**config.mk**
```make
export PLATFORM = sky130hd
export DESIGN_NAME = cer_record
export DESIGN_NICKNAME = d
export VERILOG_FILES = /design/src/rtl/cer_pkg.sv /design/src/rtl/cer_counter.sv /design/src/rtl/cer_policy.sv /design/src/rtl/cer_record.sv
export SDC_FILE = /design/constraint.sdc
export NUM_CORES = 1
export LEC_CHECK = 0
export ABC_AREA = 1
export BUFFER_PORTS_ARGS = -buffer_cell sky130_fd_sc_hd__buf_2
export CAP_MARGIN = 20
export CORE_MARGIN = 3
export CORE_UTILIZATION = 44
export CTS_CLUSTER_DIAMETER = 30
export CTS_CLUSTER_SIZE = 16
export DETAILED_ROUTE_END_ITERATION = 8
export PLACE_DENSITY = 0.94
export SLEW_MARGIN = 20
export SYNTH_ARGS = -nofsm -noshare
export SYNTH_HDL_FRONTEND = slang
export SYNTH_SLANG_ARGS = --single-unit
```
**constraint.sdc**
```tcl
create_clock -name clk -period 2.01 [get_ports clk]
set_input_delay 0 -clock clk [delete_from_list [all_inputs] [get_ports clk]]
set_output_delay 0 -clock clk [all_outputs]
set_load 0.01 [all_outputs]
```
**src/rtl/cer_pkg.sv**
```systemverilog
package cer_pkg;

  typedef enum logic [1:0] {
    RA_FEAT = 2'd0,
    RA_STAT = 2'd1,
    RA_SYND = 2'd2,
    RA_CNT  = 2'd3
  } reg_addr_e;

  localparam int CNT_LSB    = 32;
  localparam int FW_CNT_LSB = 12;
  localparam int FW_REP_BIT = 15;
  localparam int FW_POL_LSB = 18;
  localparam int ST_VALID   = 0;
  localparam int ST_OVF     = 1;

  typedef struct packed {
    logic count;
    logic capture;
    logic set_of;
    logic to_repeat;
  } cer_action_t;

  function automatic int cnt_width(input int sel);
    case (sel)
      1:       return 8;
      2:       return 16;
      default: return 0;
    endcase
  endfunction

  function automatic logic [2:0] cnt_code(input int sel);
    case (sel)
      1:       return 3'b010;
      2:       return 3'b100;
      default: return 3'b000;
    endcase
  endfunction

  function automatic logic [63:0] feature_word(input int sel, input int pol, input bit rep);
    logic [63:0] f;
    f = '0;
    f[FW_CNT_LSB +: 3] = cnt_code(sel);
    f[FW_REP_BIT]      = rep;
    f[FW_POL_LSB +: 2] = pol[1:0];
    return f;
  endfunction

endpackage

```
**src/rtl/cer_counter.sv**
```systemverilog
module cer_counter #(
  parameter int W = 8
) (
  input  logic         clk,
  input  logic         rst_n,
  input  logic         inc,
  input  logic         load,
  input  logic [W-1:0] load_val,
  output logic [W-1:0] value,
  output logic         wrap
);

  // Increment has priority over a preset.
  always_ff @(posedge clk or negedge rst_n) begin
    if (!rst_n)    value <= '0;
    else if (inc)  value <= value + W'(1);
    else if (load) value <= load_val;
  end

  // All ones going to zero on this edge.
  assign wrap = inc & (&value);

endmodule

```
**src/rtl/cer_policy.sv**
```systemverilog
module cer_policy #(
  parameter int POLICY  = 0,
  parameter bit HAS_CNT = 1'b1,
  parameter bit REPEAT  = 1'b0
) (
  input  logic                 ev,
  input  logic                 valid,
  input  logic                 of,
  input  logic                 match,
  output cer_pkg::cer_action_t act
);

  always_comb begin
    act = '0;
    if (ev) begin
      act.count = HAS_CNT;
      if (!valid) begin
        act.capture = 1'b1;
      end else begin
        act.to_repeat = REPEAT & match;
        if (POLICY == 1) act.capture = ~of;
        if (POLICY == 0 && !HAS_CNT) act.set_of = 1'b1;
      end
    end
  end

endmodule

```
**src/rtl/cer_record.sv**
```systemverilog
module cer_record import cer_pkg::*; #(
  parameter int SYN_W     = 32,
  parameter int CNT_SEL   = 1,
  parameter int POLICY    = 0,
  parameter bit REPEAT_EN = 1'b0
) (
  input  logic             clk,
  input  logic             rst_n,
  input  logic             err_valid,
  input  logic [SYN_W-1:0] err_syndrome,
  input  logic [1:0]       reg_addr,
  input  logic             reg_we,
  input  logic [63:0]      reg_wdata,
  output logic [63:0]      reg_rdata
);

  localparam int          CW      = cnt_width(CNT_SEL);
  localparam bit          HAS_CNT = (CW > 0);
  localparam bit          REP     = REPEAT_EN && HAS_CNT;
  localparam int          CWS     = HAS_CNT ? CW : 1;
  localparam logic [63:0] FEAT    = feature_word(CNT_SEL, POLICY, REP);

  logic             valid_q, of_q;
  logic [SYN_W-1:0] syn_q;

  // Named events for the checker.
  logic        sw_ok, sw_clr_of, sw_clr_valid, sw_load;
  logic        match, ev_wrap, ev_capture;
  cer_action_t act;

  logic [CWS-1:0] pri_val, sec_val;
  logic           pri_wrap, sec_wrap;
  logic           unused_wdata;

  assign unused_wdata = ^reg_wdata;

  // Error update wins over a same-cycle write.
  assign sw_ok        = reg_we & ~err_valid;
  assign sw_clr_of    = sw_ok & (reg_addr == RA_STAT) & reg_wdata[ST_OVF];
  assign sw_clr_valid = sw_ok & (reg_addr == RA_STAT) & reg_wdata[ST_VALID];
  assign sw_load      = sw_ok & (reg_addr == RA_CNT);

  assign match = (syn_q == err_syndrome);

  cer_policy #(.POLICY(POLICY), .HAS_CNT(HAS_CNT), .REPEAT(REP)) u_pol (
    .ev    (err_valid),
    .valid (valid_q),
    .of    (of_q),
    .match (match),
    .act   (act)
  );

  assign ev_capture = act.capture;

  generate
    if (HAS_CNT) begin : g_pri
      cer_counter #(.W(CW)) u_pri (
        .clk      (clk),
        .rst_n    (rst_n),
        .inc      (act.count & (REP ? act.to_repeat : 1'b1)),
        .load     (sw_load),
        .load_val (reg_wdata[CNT_LSB +: CW]),
        .value    (pri_val),
        .wrap     (pri_wrap)
      );
    end else begin : g_no_pri
      assign pri_val  = '0;
      assign pri_wrap = 1'b0;
    end

    if (REP) begin : g_sec
      cer_counter #(.W(CW)) u_sec (
        .clk      (clk),
        .rst_n    (rst_n),
        .inc      (act.count & ~act.to_repeat),
        .load     (sw_load),
        .load_val (reg_wdata[CNT_LSB + CW +: CW]),
        .value    (sec_val),
        .wrap     (sec_wrap)
      );
    end else begin : g_no_sec
      assign sec_val  = '0;
      assign sec_wrap = 1'b0;
    end
  endgenerate

  assign ev_wrap = pri_wrap | sec_wrap;

  always_ff @(posedge clk or negedge rst_n) begin
    if (!rst_n) begin
      valid_q <= 1'b0;
      of_q    <= 1'b0;
      syn_q   <= '0;
    end else begin
      if (err_valid)         valid_q <= 1'b1;
      else if (sw_clr_valid) valid_q <= 1'b0;

      if (act.set_of || ev_wrap) of_q <= 1'b1;
      else if (sw_clr_of)        of_q <= 1'b0;

      if (ev_capture) syn_q <= err_syndrome;
    end
  end

  logic [63:0] cnt_word;

  always_comb begin
    cnt_word = '0;
    cnt_word[CNT_LSB +: CWS]       = pri_val;
    cnt_word[CNT_LSB + CWS +: CWS] = sec_val;
    case (reg_addr)
      RA_FEAT: reg_rdata = FEAT;
      RA_STAT: reg_rdata = {62'd0, of_q, valid_q};
      RA_SYND: reg_rdata = 64'(syn_q);
      default: reg_rdata = cnt_word;
    endcase
  end

endmodule

```
Word-level counts from Yosys, hierarchy flattened
Cells that the tools add are included.
{"block": "totals", "regBits": 42, "out_inout_bits": 64, "n_memories": 0, "romBits": 0, "elab_cells": 29, "latch_bits": 0, "mem_bits_rw": 0, "inputBits": 102}
{"block": "op_classes", "add_sub_neg": 1, "order_cmp": 0, "n_shift": 0, "bitwise": 7, "reduce_logical": 5, "n_div": 0, "n_eq_ne": 3, "n_mux": 9, "multipliers": 0}
{"cell": "$pmux W40 S3", "n": 1}
{"cell": "$mux W8", "n": 2}
{"cell": "$add A8 B1 Y8 const B", "n": 1}
{"cell": "$reduce_and A8 Y1", "n": 1}
{"cell": "$and A1 B1 Y1", "n": 6}
{"cell": "$reduce_bool A2 Y1", "n": 3}
{"cell": "$mux W1", "n": 5}
{"cell": "$eq A2 B2 Y1 const B", "n": 2}
{"cell": "$eq A2 B1 Y1 const B", "n": 1}
{"cell": "$logic_not A2 Y1", "n": 1}
{"cell": "$mux W2", "n": 1}
{"cell": "$not A1 Y1", "n": 1}

Depth between registers and ports, before layout
Gate-level depths: netlist of the first run.
{"block": "logic_depth", "depth_word": 6, "ltp_mapped": 7, "depth_no_buf": 7}

By module
Synthesis of the first run repeated with hierarchy kept, for this count alone.
{"block": "hier_totals", "cells_unflattened": 459, "area_unflattened_um2": 2877.8}
{"module": "cer_record", "cells_per_inst": 379, "instances": 1, "area_per_inst_um2": 2309.7, "seq_area_each_um2": 850.8}
{"module": "cer_counter", "cells_per_inst": 74, "instances": 1, "area_per_inst_um2": 531.8, "seq_area_each_um2": 200.2}
{"module": "cer_policy", "cells_per_inst": 6, "instances": 1, "area_per_inst_um2": 36.3, "seq_area_each_um2": 0.0}

Worst setup path after synthesis of the first run
Ideal clock, no wire load.
{"block": "synth_timing", "path_kind": "register -> register", "start": "register g_pri.u_pri.value[0]", "end": "register g_pri.u_pri.value[6]", "setup_ns": 0.113, "n_path_buf": 0, "period_less_slack_ns": 1.069, "stages_incl_launch_ff": 8, "t_required_ns": 1.897, "arrival_ns": 0.956, "path_slack_ns": 0.941, "path_cell_list": "dfrtp_1 -> ha_1 -> nand2_1 -> nor2_1 -> nand2_1 -> nand3_1 -> nand2_1 -> inv_1"}
{"block": "synth_via", "elab_chain_cells": 2}
{"item": "from (decl)", "line_no": "cer_counter.sv:9", "source": "output logic [W-1:0] value,"}
{"item": "from (signal assigned)", "line_no": "cer_counter.sv:16", "source": "else if (inc) value <= value + W'(1);"}
{"item": "from (signal assigned)", "line_no": "cer_counter.sv:17", "source": "else if (load) value <= load_val;"}
{"item": "$add A8 B1 Y8", "line_no": "cer_counter.sv:16"}
{"item": "$mux W8", "line_no": "cer_counter.sv:16"}
No other way between the ends.
A chain may end at the register's enable or synchronous reset.

Final worst setup path of the first run
{"block": "layout_timing", "start": "register valid_q", "end": "register syn_q[13]"}
{"block": "layout_via", "elab_chain_cells": 2}
{"item": "from (decl)", "line_no": "cer_record.sv:23", "source": "logic valid_q, of_q;"}
{"item": "from (signal assigned)", "line_no": "cer_record.sv:91", "source": "valid_q <= 1'b0;"}
{"item": "from (signal assigned)", "line_no": "cer_record.sv:95", "source": "if (err_valid) valid_q <= 1'b1;"}
{"item": "from (signal assigned)", "line_no": "cer_record.sv:96", "source": "else if (sw_clr_valid) valid_q <= 1'b0;"}
{"item": "$mux W1", "line_no": "cer_policy.sv:17", "source": "if (!valid) begin"}
{"item": "$mux W2", "line_no": "cer_policy.sv:15", "source": "if (ev) begin"}
{"item": "to (signal assigned)", "line_no": "cer_record.sv:101", "source": "if (ev_capture) syn_q <= err_syndrome;"}
{"item": "to (decl)", "line_no": "cer_record.sv:24", "source": "logic [SYN_W-1:0] syn_q;"}
No other way between the ends.

==> results of run 1 <==
[layer usage]
metal / global-route usage / vias to the layer above / share of wire
met5: 0 / - / 0
met3: 0.03968 / 6 / 0.068
met4: 0.04811 / 0 / 0.011
met1: 0.2096 / 1012 / 0.39
li1: - / 1110 / -
met2: 0.3620 / 102 / 0.53
[placed cells by master, fill, tap and decap left out]
cell type	n
nand4_1	2
nand3_1	14
clkinv_2	1
clkbuf_1	1
dfrtp_1	42
or2_2	1
clkinv_1	1
buf_2	87
o211ai_1	2
o22ai_2	1
o21bai_1	1
nand2_1	30
dlygate4sd3_1	36
nor2_2	30
nand2_2	2
inv_2	5
buf_4	2
o21ai_0	2
inv_1	41
o21ai_1	5
ha_1	1
conb_1	24
mux2_1	1
clkbuf_8	6
a31oi_1	1
nor2_1	52
a21oi_1	32
[power by group through the flow]
stage                     logic [W]  registers, W  clock network [W]
after detailed placement   0.000670       0.00116                  0
after global placement     0.000641       0.00115                  0
after floorplan            0.000510       0.00114                  0
final                      0.000724       0.00115           0.000553
after CTS                  0.000724       0.00115           0.000574
after global routing       0.000823       0.00118           0.000600
[cells by family after synthesis]
| kind of cell | count (synthesis) | share of synthesized area |
|---|---|---|
| AOI/OAI and AO/OA | 44 | 0.1005 |
| buffers and inverters | 83 | 0.1877 |
| DFF | 42 | 0.4466 |
| other | 1 | 0.001593 |
| muxes | 1 | 0.004784 |
| and+or+nand+nor | 131 | 0.2536 |
| adders and majority gates | 1 | 0.005315 |
[per-stage QoR]
stage          total power, W  cell area (um2)    util
2_1_floorplan        0.001648             2440       -
3_3_place_gp         0.001793             2709  0.5481
3_5_place_dp         0.001834             2709  0.5481
4_1_cts              0.002446             3161  0.6395
5_1_grt              0.002599             3161  0.6395
6_report             0.002430             3161  0.6395
[sequential cells by signal (all words and copies together) (netlist names)]
signal             cells
g_pri.u_pri.value      8
of_q                   1
syn_q                 32
valid_q                1
[worst max-delay path by stage]
stage | startpoint | end | depth (start not counted)
3_5_place_dp | reg_addr[1] | reg_rdata[1] | 5
2_1_floorplan | g_pri.u_pri.value[0]$_DFFE_PN0P_ | g_pri.u_pri.value[6]$_DFFE_PN0P_ | 7
4_1_cts | valid_q$_DFFE_PN0P_ | syn_q[13]$_DFFE_PN0P_ | 4
3_3_place_gp | reg_addr[1] | reg_rdata[1] | 5
5_1_grt | reg_addr[1] | reg_rdata[0] | 5
6_report | valid_q$_DFFE_PN0P_ | syn_q[13]$_DFFE_PN0P_ | 4
[worst min-delay path: stages]
cell and delay [ns]:
buf_2 0.08, nor2_1 0.04, a21oi_1 0.13
[cell type report]
class | instances | area (um2)
Inverter | 47 | 176.4
Fill cell | 409 | 1782
Clock buffer | 7 | 86.33
Sequential cell | 42 | 1051
Timing Repair Buffer | 125 | 810.8
Tap cell | 67 | 83.83
Multi-Input combinational cell | 201 | 947.2
Clock inverter | 1 | 5.005
==> flow_summary.json, run 1 <==
{
  "critPathTopFamily": "flip-flops",
  "setup_tns_ns": 0,
  "synth_commonest_cells": "52 x nor2_1, 42 x dfrtp_1, 41 x inv_1, 32 x a21oi_1",
  "hold_buffers": 36,
  "core_area_um2": 4942,
  "finClkSkew_ns": 0.01038,
  "drive_gt1_frac": 0.3191,
  "hp-class": "in -> reg",
  "layout.nets": 525,
  "dr.pass1.iters": 4,
  "period_share": 0.6302,
  "cts_setup_buffers": 0,
  "wl_per_cell_um": 11.81,
  "gp_congestion": 0.8121,
  "clkSlewWorstSetupHoldPaths_ns": 0.07,
  "hold-worst-slack_ns": 0.009292,
  "rr_worst_depth": 4,
  "areaGrowthSynthToFinish_pct": 34.29,
  "cts_root_buf": "clkbuf_8",
  "crit_path_end_kind": "register",
  "period_minus_slack_ns": 1.267,
  "numClockSinks": 42,
  "rows": 25,
  "p_sw_w": 0.0007997,
  "initial_core_util": 0.4762,
  "ctsResizeCount": 0,
  "power_frac_comb": 0.298,
  "synthMostInstantiatedCell": "nor2_1",
  "crit_type": "reg -> reg",
  "min-delay-start": "err_syndrome[19]",
  "dpl_worst_slack_ns": 0.7469,
  "grt_max_degree": 43,
  "rsz0062_at_grt": "false",
  "rr_endpoint": "syn_q[13]$_DFFE_PN0P_",
  "worstPathCellList": "inv_2 > nand2_2 > buf_4 > mux2_1",
  "setup_ws_ns": 0.7433,
  "grtUsageTotal": 0.1888,
  "ys_ff_latch": 42,
  "critPathSlowestCell": "dfrtp_1",
  "ios": 166,
  "antenna_found_initial": 0,
  "die_area_um2": 6262,
  "synth.area.top_cells": "dfrtp_1 45%, nor2_1 8.3%, nor2_2 8.0%, buf_4 7.7%, a21oi_1 6.8%",
  "vias_per_cell": 4.551,
  "final_max_slew_viol_count": 0,
  "max_clock_freq_mhz": 789.5,
  "grt_pass1_wl_um": 9439,
  "synth_largest_area_cell": "dfrtp_1",
  "avgSynthCellArea_um2": 7.767,
  "cp-start-kind": "register",
  "dpl.cell_count": 446,
  "hold_path_end": "syn_q[19]$_DFFE_PN0P_",
  "worst_slew_pin_slew_ns": 0.9281,
  "die_w_um": 79.14,
  "ys.flop_type": "dfrtp_1",
  "drtIter0Drc": 65,
  "io_buffers": 87,
  "cts_made_buffers": 5,
  "required_ns": 2.18,
  "r2r_slack_ns": 0.74,
  "tritoncts": "built",
  "synthCells": 303,
  "chipHeight_um": 79.14,
  "grt_pass1_vias": 2112,
  "setup_viol": 0,
  "peakVddDrop_mv": 0.4705,
  "vias": 2230,
  "synthArstFlopShare": 1.000,
  "p_clk_frac": 0.227,
  "synth_edf_count": 0,
  "clkLatencyLatePin_ns": 0.29,
  "grt_overflow": 0,
  "yosysWarnings": 0,
  "ys_seq_area_frac": 0.4466,
  "htree_levels": 2,
  "reg2reg_from": "valid_q$_DFFE_PN0P_",
  "max-clock-path-buffers": 2,
  "max-cap-violations": 0,
  "dpl.hpwl_um": 3787,
  "power_density_nw_per_um2": 768.8,
  "p_int_w": 0.001630,
  "slew_headroom": 0.3813,
  "p_leak_nw": 1.780,
  "cp_max_fo": 33,
  "totalWireLength_um": 5785,
  "fin_cells": 490,
  "drc": 0,
  "seq_power_share": 0.475,
  "min_path_cells": 3,
  "yosysTopAreaCellShare": 0.4466,
  "critical_path_buf_inv_count": 2,
  "syn-cell-area_um2": 2354,
  "crit_arrival_ns": 1.44,
  "ant_nets": 0,
  "synth_cell_type_count": 24,
  "diodes": 0,
  "cpPeakStageDelay_ns": 0.37,
  "hold_viol": 0,
  "status": "finished, final reports clean",
  "switching_share": 0.3291
}
(Power assumes the default switching activity.)
==> inputs of run 2 (changes only) <==
--- a/config.mk
+++ b/config.mk
@@ -5,15 +5,15 @@
 export SDC_FILE = /design/constraint.sdc
 export NUM_CORES = 1
 export LEC_CHECK = 0
-export ABC_AREA = 1
+export ABC_AREA = 0
 export BUFFER_PORTS_ARGS = -buffer_cell sky130_fd_sc_hd__buf_2
 export CAP_MARGIN = 20
 export CORE_MARGIN = 3
-export CORE_UTILIZATION = 44
+export CORE_UTILIZATION = 37
 export CTS_CLUSTER_DIAMETER = 30
 export CTS_CLUSTER_SIZE = 16
 export DETAILED_ROUTE_END_ITERATION = 8
-export PLACE_DENSITY = 0.94
+export PLACE_DENSITY = 0.86
 export SLEW_MARGIN = 20
 export SYNTH_ARGS = -nofsm -noshare
 export SYNTH_HDL_FRONTEND = slang
==> constraint.sdc (replaced) <==
create_clock -name clk -period 1 [get_ports clk]
set_input_delay 0 -clock clk [delete_from_list [all_inputs] [get_ports clk]]
set_output_delay 0 -clock clk [all_outputs]
set_load 0.01 [all_outputs]
==> flow_summary.json, run 2 <==
{
  "grt_overflow": 0,
  "met3_usage": 0.03729,
  "ant_nets": 0,
  "rr_endpoint": "syn_q[27]$_DFFE_PN0P_",
  "initial_core_util": 0.3967,
  "grtUsageMet2": 0.3063,
  "cts_root_buf": "clkbuf_8",
  "max-clock-path-buffers": 2,
  "min_path_cells": 2,
  "cp_max_fo": 17,
  "fin_cells": 425,
  "cts_made_buffers": 5,
  "core_area_um2": 5709,
  "crit_type": "reg -> reg",
  "htree_levels": 2,
  "vias_per_cell": 4.652,
  "clkLatencyLatePin_ns": 0.29,
  "setup_viol": 48,
  "synth_edf_count": 0,
  "dpl.hpwl_um": 3887,
  "ys.flop_type": "dfrtp_1",
  "rr_worst_depth": 3,
  "reg2reg_from": "valid_q$_DFFE_PN0P_",
  "drc": 0,
  "hold_path_end": "g_pri.u_pri.value[3]$_DFFE_PN0P_",
  "grt_max_degree": 43,
  "synth.area.top_cells": "dfrtp_1 46%, mux2_2 9.4%, and2_1 8.0%, buf_4 8.0%, mux2_1 6.0%",
  "max_clock_freq_mhz": 811.2,
  "dpl_worst_slack_ns": -0.2200,
  "rsz0062_at_grt": "true",
  "synth_largest_area_cell": "dfrtp_1",
  "tritoncts": "built",
  "dpl.cell_count": 377,
  "ys_seq_area_frac": 0.4641,
  "layout.nets": 455,
  "r2r_slack_ns": -0.23,
  "chipHeight_um": 84.24,
  "met1_usage": 0.2058,
  "status": "finished with violations",
  "vias": 1977,
  "synthCells": 202,
  "clkSlewWorstSetupHoldPaths_ns": 0.08,
  "reg_top3": "syn_q (32), g_pri.u_pri.value (8)",
  "wl_per_cell_um": 14.54,
  "setup_ws_ns": -0.2328,
  "rows": 27,
  "cp-start-kind": "register",
  "finClkSkew_ns": 0.005535,
  "yosysWarnings": 0,
  "p_leak_nw": 1.801,
  "final_cell_mix": "79 x buf_2, 37 x dfrtp_1, 35 x dlygate4sd3_1",
  "power_density_nw_per_um2": 1874,
  "grt_pass1_vias": 2004,
  "max_flop_register": "syn_q",
  "diodes": 0,
  "io_buffers": 87,
  "totalWireLength_um": 6181,
  "drive_gt1_frac": 0.5354,
  "syn-cell-area_um2": 2265,
  "hold_viol": 0,
  "die_area_um2": 7096,
  "crit_path_end_kind": "register",
  "avgSynthCellArea_um2": 11.21,
  "required_ns": 1.17,
  "final_common_cell": "buf_2",
  "antenna_found_initial": 0,
  "drtIter0Drc": 56,
  "yosysTopAreaCellShare": 0.4641,
  "synth_cell_type_count": 36,
  "synth_commonest_cells": "42 x dfrtp_1, 29 x and2_1, 24 x buf_4, 19 x mux2_2, 12 x mux2_1",
  "finalPower_w": 0.006922,
  "grt_busiest_layer": "met2",
  "die_w_um": 84.24,
  "grtUsageTotal": 0.1696,
  "grt_pass1_wl_um": 9791,
  "final_max_slew_viol_count": 0,
  "ys_ff_latch": 42,
  "synthArstFlopShare": 1.000,
  "numClockSinks": 42,
  "place_area_um2": 2882,
  "nFillCells": 456,
  "peakVddDrop_mv": 1.360,
  "areaGrowthSynthToFinish_pct": 63.09,
  "period_minus_slack_ns": 1.233,
  "ios": 166,
  "max-cap-violations": 0,
  "finalInstanceArea_um2": 3694,
  "period_share": 1.233,
  "dr.pass1.iters": 4,
  "largest_reg_flops": 32,
  "violations": "negative setup slack",
  "crit_arrival_ns": 1.41,
  "min-delay-start": "reg_wdata[35]",
  "synthMostInstantiatedCell": "dfrtp_1",
  "gp_congestion": 0.8131,
  "hp-class": "in -> reg"
}
==> run 2: area by class of cell <==
| class | count | area, um2 | share of cell area |
|---|---|---|---|
| multi-input cells | 145 | 1222 | 0.3310 |
| inverters | 3 | 11.26 | 0.003049 |
| clock buffers | 6 | 82.58 | 0.02236 |
| repair buffers | 155 | 1170 | 0.3167 |
| flip-flops and latches | 42 | 1057 | 0.2862 |
| clock inverters | 2 | 60.06 | 0.01626 |
| well taps | 72 | 90.09 | 0.02439 |
==> run 2: repair_timing <==
item / 4_1_cts / 5_1_grt
hold buffers: 35 / 0
endpoints found under the setup margin: 48 / 67
resized for setup: 42 / 27
hold endpoints to repair: 76 / 0
pin swaps: 19 / 10
setup buffers: 5 / 0
==> run 2: power breakdown <==
group,switching (W),internal [W]
clock,0.000568,0.00106
sequential,0.000419,0.00224
combinational,0.00102,0.00160
==> run 2: logic make-up after synthesis <==
| logic type | share of synthesized area |
|---|---|
| buffers and inverters | 0.1193 |
| AND/OR/NAND/NOR | 0.1696 |
| multiplexers | 0.1674 |
| AO/OA/AOI/OAI | 0.07238 |
| adder cells (fa/ha/maj) | 0.005524 |
| other | 0.001656 |
| flip-flops | 0.4641 |
==> run 2: worst max-delay path: stages, from the launching register on <==
cell     delay [ns]
dfrtp_1        0.41
nor2b_4        0.18
buf_12         0.18
mux2_2         0.35
==> run 2: worst max-delay path by stage <==
stage,start,to,slack [ns],depth (start not counted)
after detailed placement,valid_q$_DFFE_PN0P_,syn_q[24]$_DFFE_PN0P_,-0.22,3
after CTS,valid_q$_DFFE_PN0P_,syn_q[15]$_DFFE_PN0P_,-0.24,3
after global routing,valid_q$_DFFE_PN0P_,syn_q[25]$_DFFE_PN0P_,-0.27,3
final,valid_q$_DFFE_PN0P_,syn_q[27]$_DFFE_PN0P_,-0.23,3
after floorplan,valid_q$_DFFE_PN0P_,syn_q[20]$_DFFE_PN0P_,-0.21,4
after global placement,valid_q$_DFFE_PN0P_,syn_q[23]$_DFFE_PN0P_,-0.19,3
==> run 2: routing by layer <==
layer,part of all wire,vias to the layer above
met5,0,-
met4,0.014,0
met3,0.051,6
met2,0.53,68
met1,0.40,957
li1,-,946
==> run 2: metrics by stage <==
| stage | hold slack (ns) | TNS, ns | util |
|---|---|---|---|
| CTS | 0.001409 | -8.166 | 0.6296 |
| floorplan | -0.2956 | -6.335 | - |
| global route | 0.006911 | -10.09 | 0.6469 |
| finish | 0.01079 | -8.181 | 0.6469 |
| detailed placement | -0.01235 | -6.972 | 0.5047 |
| global placement | -0.01064 | -6.047 | 0.5047 |
==> inputs of run 3 (changes only) <==
--- a/config.mk
+++ b/config.mk
@@ -6,14 +6,16 @@
 export NUM_CORES = 1
 export LEC_CHECK = 0
 export ABC_AREA = 0
+export ABC_CLOCK_PERIOD_IN_PS = 1000
 export BUFFER_PORTS_ARGS = -buffer_cell sky130_fd_sc_hd__buf_2
-export CAP_MARGIN = 20
+export CAP_MARGIN = 10
 export CORE_MARGIN = 3
 export CORE_UTILIZATION = 37
 export CTS_CLUSTER_DIAMETER = 30
 export CTS_CLUSTER_SIZE = 16
 export DETAILED_ROUTE_END_ITERATION = 8
 export PLACE_DENSITY = 0.86
+export SKIP_CTS_REPAIR_TIMING = 1
 export SLEW_MARGIN = 20
 export SYNTH_ARGS = -nofsm -noshare
 export SYNTH_HDL_FRONTEND = slang
==> flow_summary.json, run 3 (synthesis results as in run 2) <==
{
  "tritoncts": "built",
  "setup_ws_ns": -0.2285,
  "crit_path_end_kind": "register",
  "finalInstanceArea_um2": 3651,
  "final_max_slew_viol_count": 0,
  "drc": 0,
  "clkSlewWorstSetupHoldPaths_ns": 0.08,
  "power_density_nw_per_um2": 1864,
  "totalWireLength_um": 6040,
  "clkLatencyLatePin_ns": 0.28,
  "hp-class": "in -> reg",
  "grt_pass1_wl_um": 8411,
  "io_buffers": 87,
  "setup_viol": 51,
  "crit_arrival_ns": 1.40,
  "hold_viol": 1,
  "dpl.cell_count": 377,
  "grt_pass1_vias": 1751,
  "max-clock-path-buffers": 2,
  "crit_type": "reg -> reg",
  "dr.pass1.iters": 4,
  "ios": 166,
  "nFillCells": 456,
  "gp_congestion": 0.8131,
  "max_flop_register": "syn_q",
  "cts_root_buf": "clkbuf_8",
  "period_minus_slack_ns": 1.229,
  "required_ns": 1.17,
  "ant_nets": 0,
  "antenna_found_initial": 0,
  "wl_per_cell_um": 14.18,
  "max-cap-violations": 0,
  "place_area_um2": 2882,
  "setup_tns_ns": -8.007,
  "max_clock_freq_mhz": 814.0,
  "cp_max_fo": 17,
  "vias": 1986,
  "final_cell_mix": "80 x buf_2, 39 x dfrtp_1, 34 x dlygate4sd3_1",
  "rows": 27,
  "dpl.hpwl_um": 3887,
  "cp-start-kind": "register",
  "drive_gt1_frac": 0.5198,
  "reg_top3": "syn_q (32), g_pri.u_pri.value (8)",
  "rsz0062_at_grt": "true",
  "initial_core_util": 0.3967,
  "reg2reg_from": "valid_q$_DFFE_PN0P_",
  "layout.nets": 456,
  "chipHeight_um": 84.24,
  "grt_overflow": 0,
  "drtIter0Drc": 67,
  "violations": "negative hold slack, negative setup slack",
  "hold_path_end": "g_pri.u_pri.value[0]$_DFFE_PN0P_",
  "min_path_cells": 3,
  "largest_reg_flops": 32,
  "grtUsageTotal": 0.1439,
  "htree_levels": 2,
  "numClockSinks": 42,
  "areaGrowthSynthToFinish_pct": 61.22,
  "peakVddDrop_mv": 1.431,
  "p_leak_nw": 1.794,
  "vias_per_cell": 4.662,
  "diodes": 0,
  "finalPower_w": 0.006804,
  "final_common_cell": "buf_2",
  "rr_worst_depth": 3,
  "core_area_um2": 5709,
  "hold-worst-slack_ns": -0.003850,
  "cts_made_buffers": 5,
  "min-delay-start": "reg_wdata[32]",
  "critPathSlowestCell": "dfrtp_1",
  "fin_cells": 426,
  "cpPeakStageDelay_ns": 0.41,
  "dpl_worst_slack_ns": -0.2200,
  "rr_endpoint": "syn_q[27]$_DFFE_PN0P_",
  "status": "finished with violations",
  "die_w_um": 84.24,
  "grt_max_degree": 43,
  "r2r_slack_ns": -0.23,
  "finClkSkew_ns": 0.004191,
  "die_area_um2": 7096,
  "period_share": 1.229,
  "worstPathCellList": "nor2b_4 > buf_12 > mux2_2"
}
[run 3: cell types whose count changed in the layout (fill, tap and decap cells not counted), sizes merged]
cell and change:
buf +2, dlygate4sd3 -1
[run 3: how the worst max path moves through the flow]
| stage | startpoint | end | cells past startpoint | slack, ns |
|---|---|---|---|---|
| final | valid_q$_DFFE_PN0P_ | syn_q[27]$_DFFE_PN0P_ | 3 | -0.23 |
| after global placement | valid_q$_DFFE_PN0P_ | syn_q[23]$_DFFE_PN0P_ | 3 | -0.19 |
| after CTS | valid_q$_DFFE_PN0P_ | syn_q[24]$_DFFE_PN0P_ | 3 | -0.24 |
| after floorplan | valid_q$_DFFE_PN0P_ | syn_q[20]$_DFFE_PN0P_ | 4 | -0.21 |
| after detailed placement | valid_q$_DFFE_PN0P_ | syn_q[24]$_DFFE_PN0P_ | 3 | -0.22 |
| after global routing | valid_q$_DFFE_PN0P_ | syn_q[25]$_DFFE_PN0P_ | 3 | -0.27 |
[run 3: layout make-up]
type / count / area (um2) / area share
inverter: 3 / 11.26 / 0.003084
sequential: 42 / 1055 / 0.2889
multi-input combinational: 145 / 1199 / 0.3283
clock buffer: 6 / 82.58 / 0.02262
tap: 72 / 90.09 / 0.02467
timing repair buffer: 156 / 1154 / 0.3160
clock inverter: 2 / 60.06 / 0.01645
[run 3: power breakdown]
part | switching (W) | total [W] | internal (W)
sequential | 0.000387 | 0.00263 | 0.00224
clock | 0.000558 | 0.00162 | 0.00106
combinational | 0.000995 | 0.00256 | 0.00156
total | 0.00194 | 0.00680 | 0.00486
[run 3: critical path, delay by kind of cell, from the launching register on]
| kind | cells | cell delay, ns |
|---|---|---|
| multiplexers | 1 | 0.35 |
| buffers and inverters | 1 | 0.18 |
| AND/OR/NAND/NOR | 1 | 0.18 |
| flip-flops | 1 | 0.41 |
[run 3: through the flow]
step / hold slack, ns / utilization
after floorplan: -0.2956 / -
after global placement: -0.01064 / 0.5047
after detailed placement: -0.01235 / 0.5047
after CTS: -0.3298 / 0.5297
after global routing: 0.0003220 / 0.6395
final: -0.003850 / 0.6395
[run 3: per-layer routing]
metal  vias to the layer above  part of all wire  GRT usage
met3                         6             0.059    0.04024
met1                       951              0.39     0.1878
met5                         -                 0          0
met4                         0             0.011    0.03070
li1                        950                 -          -
met2                        79              0.54     0.2389
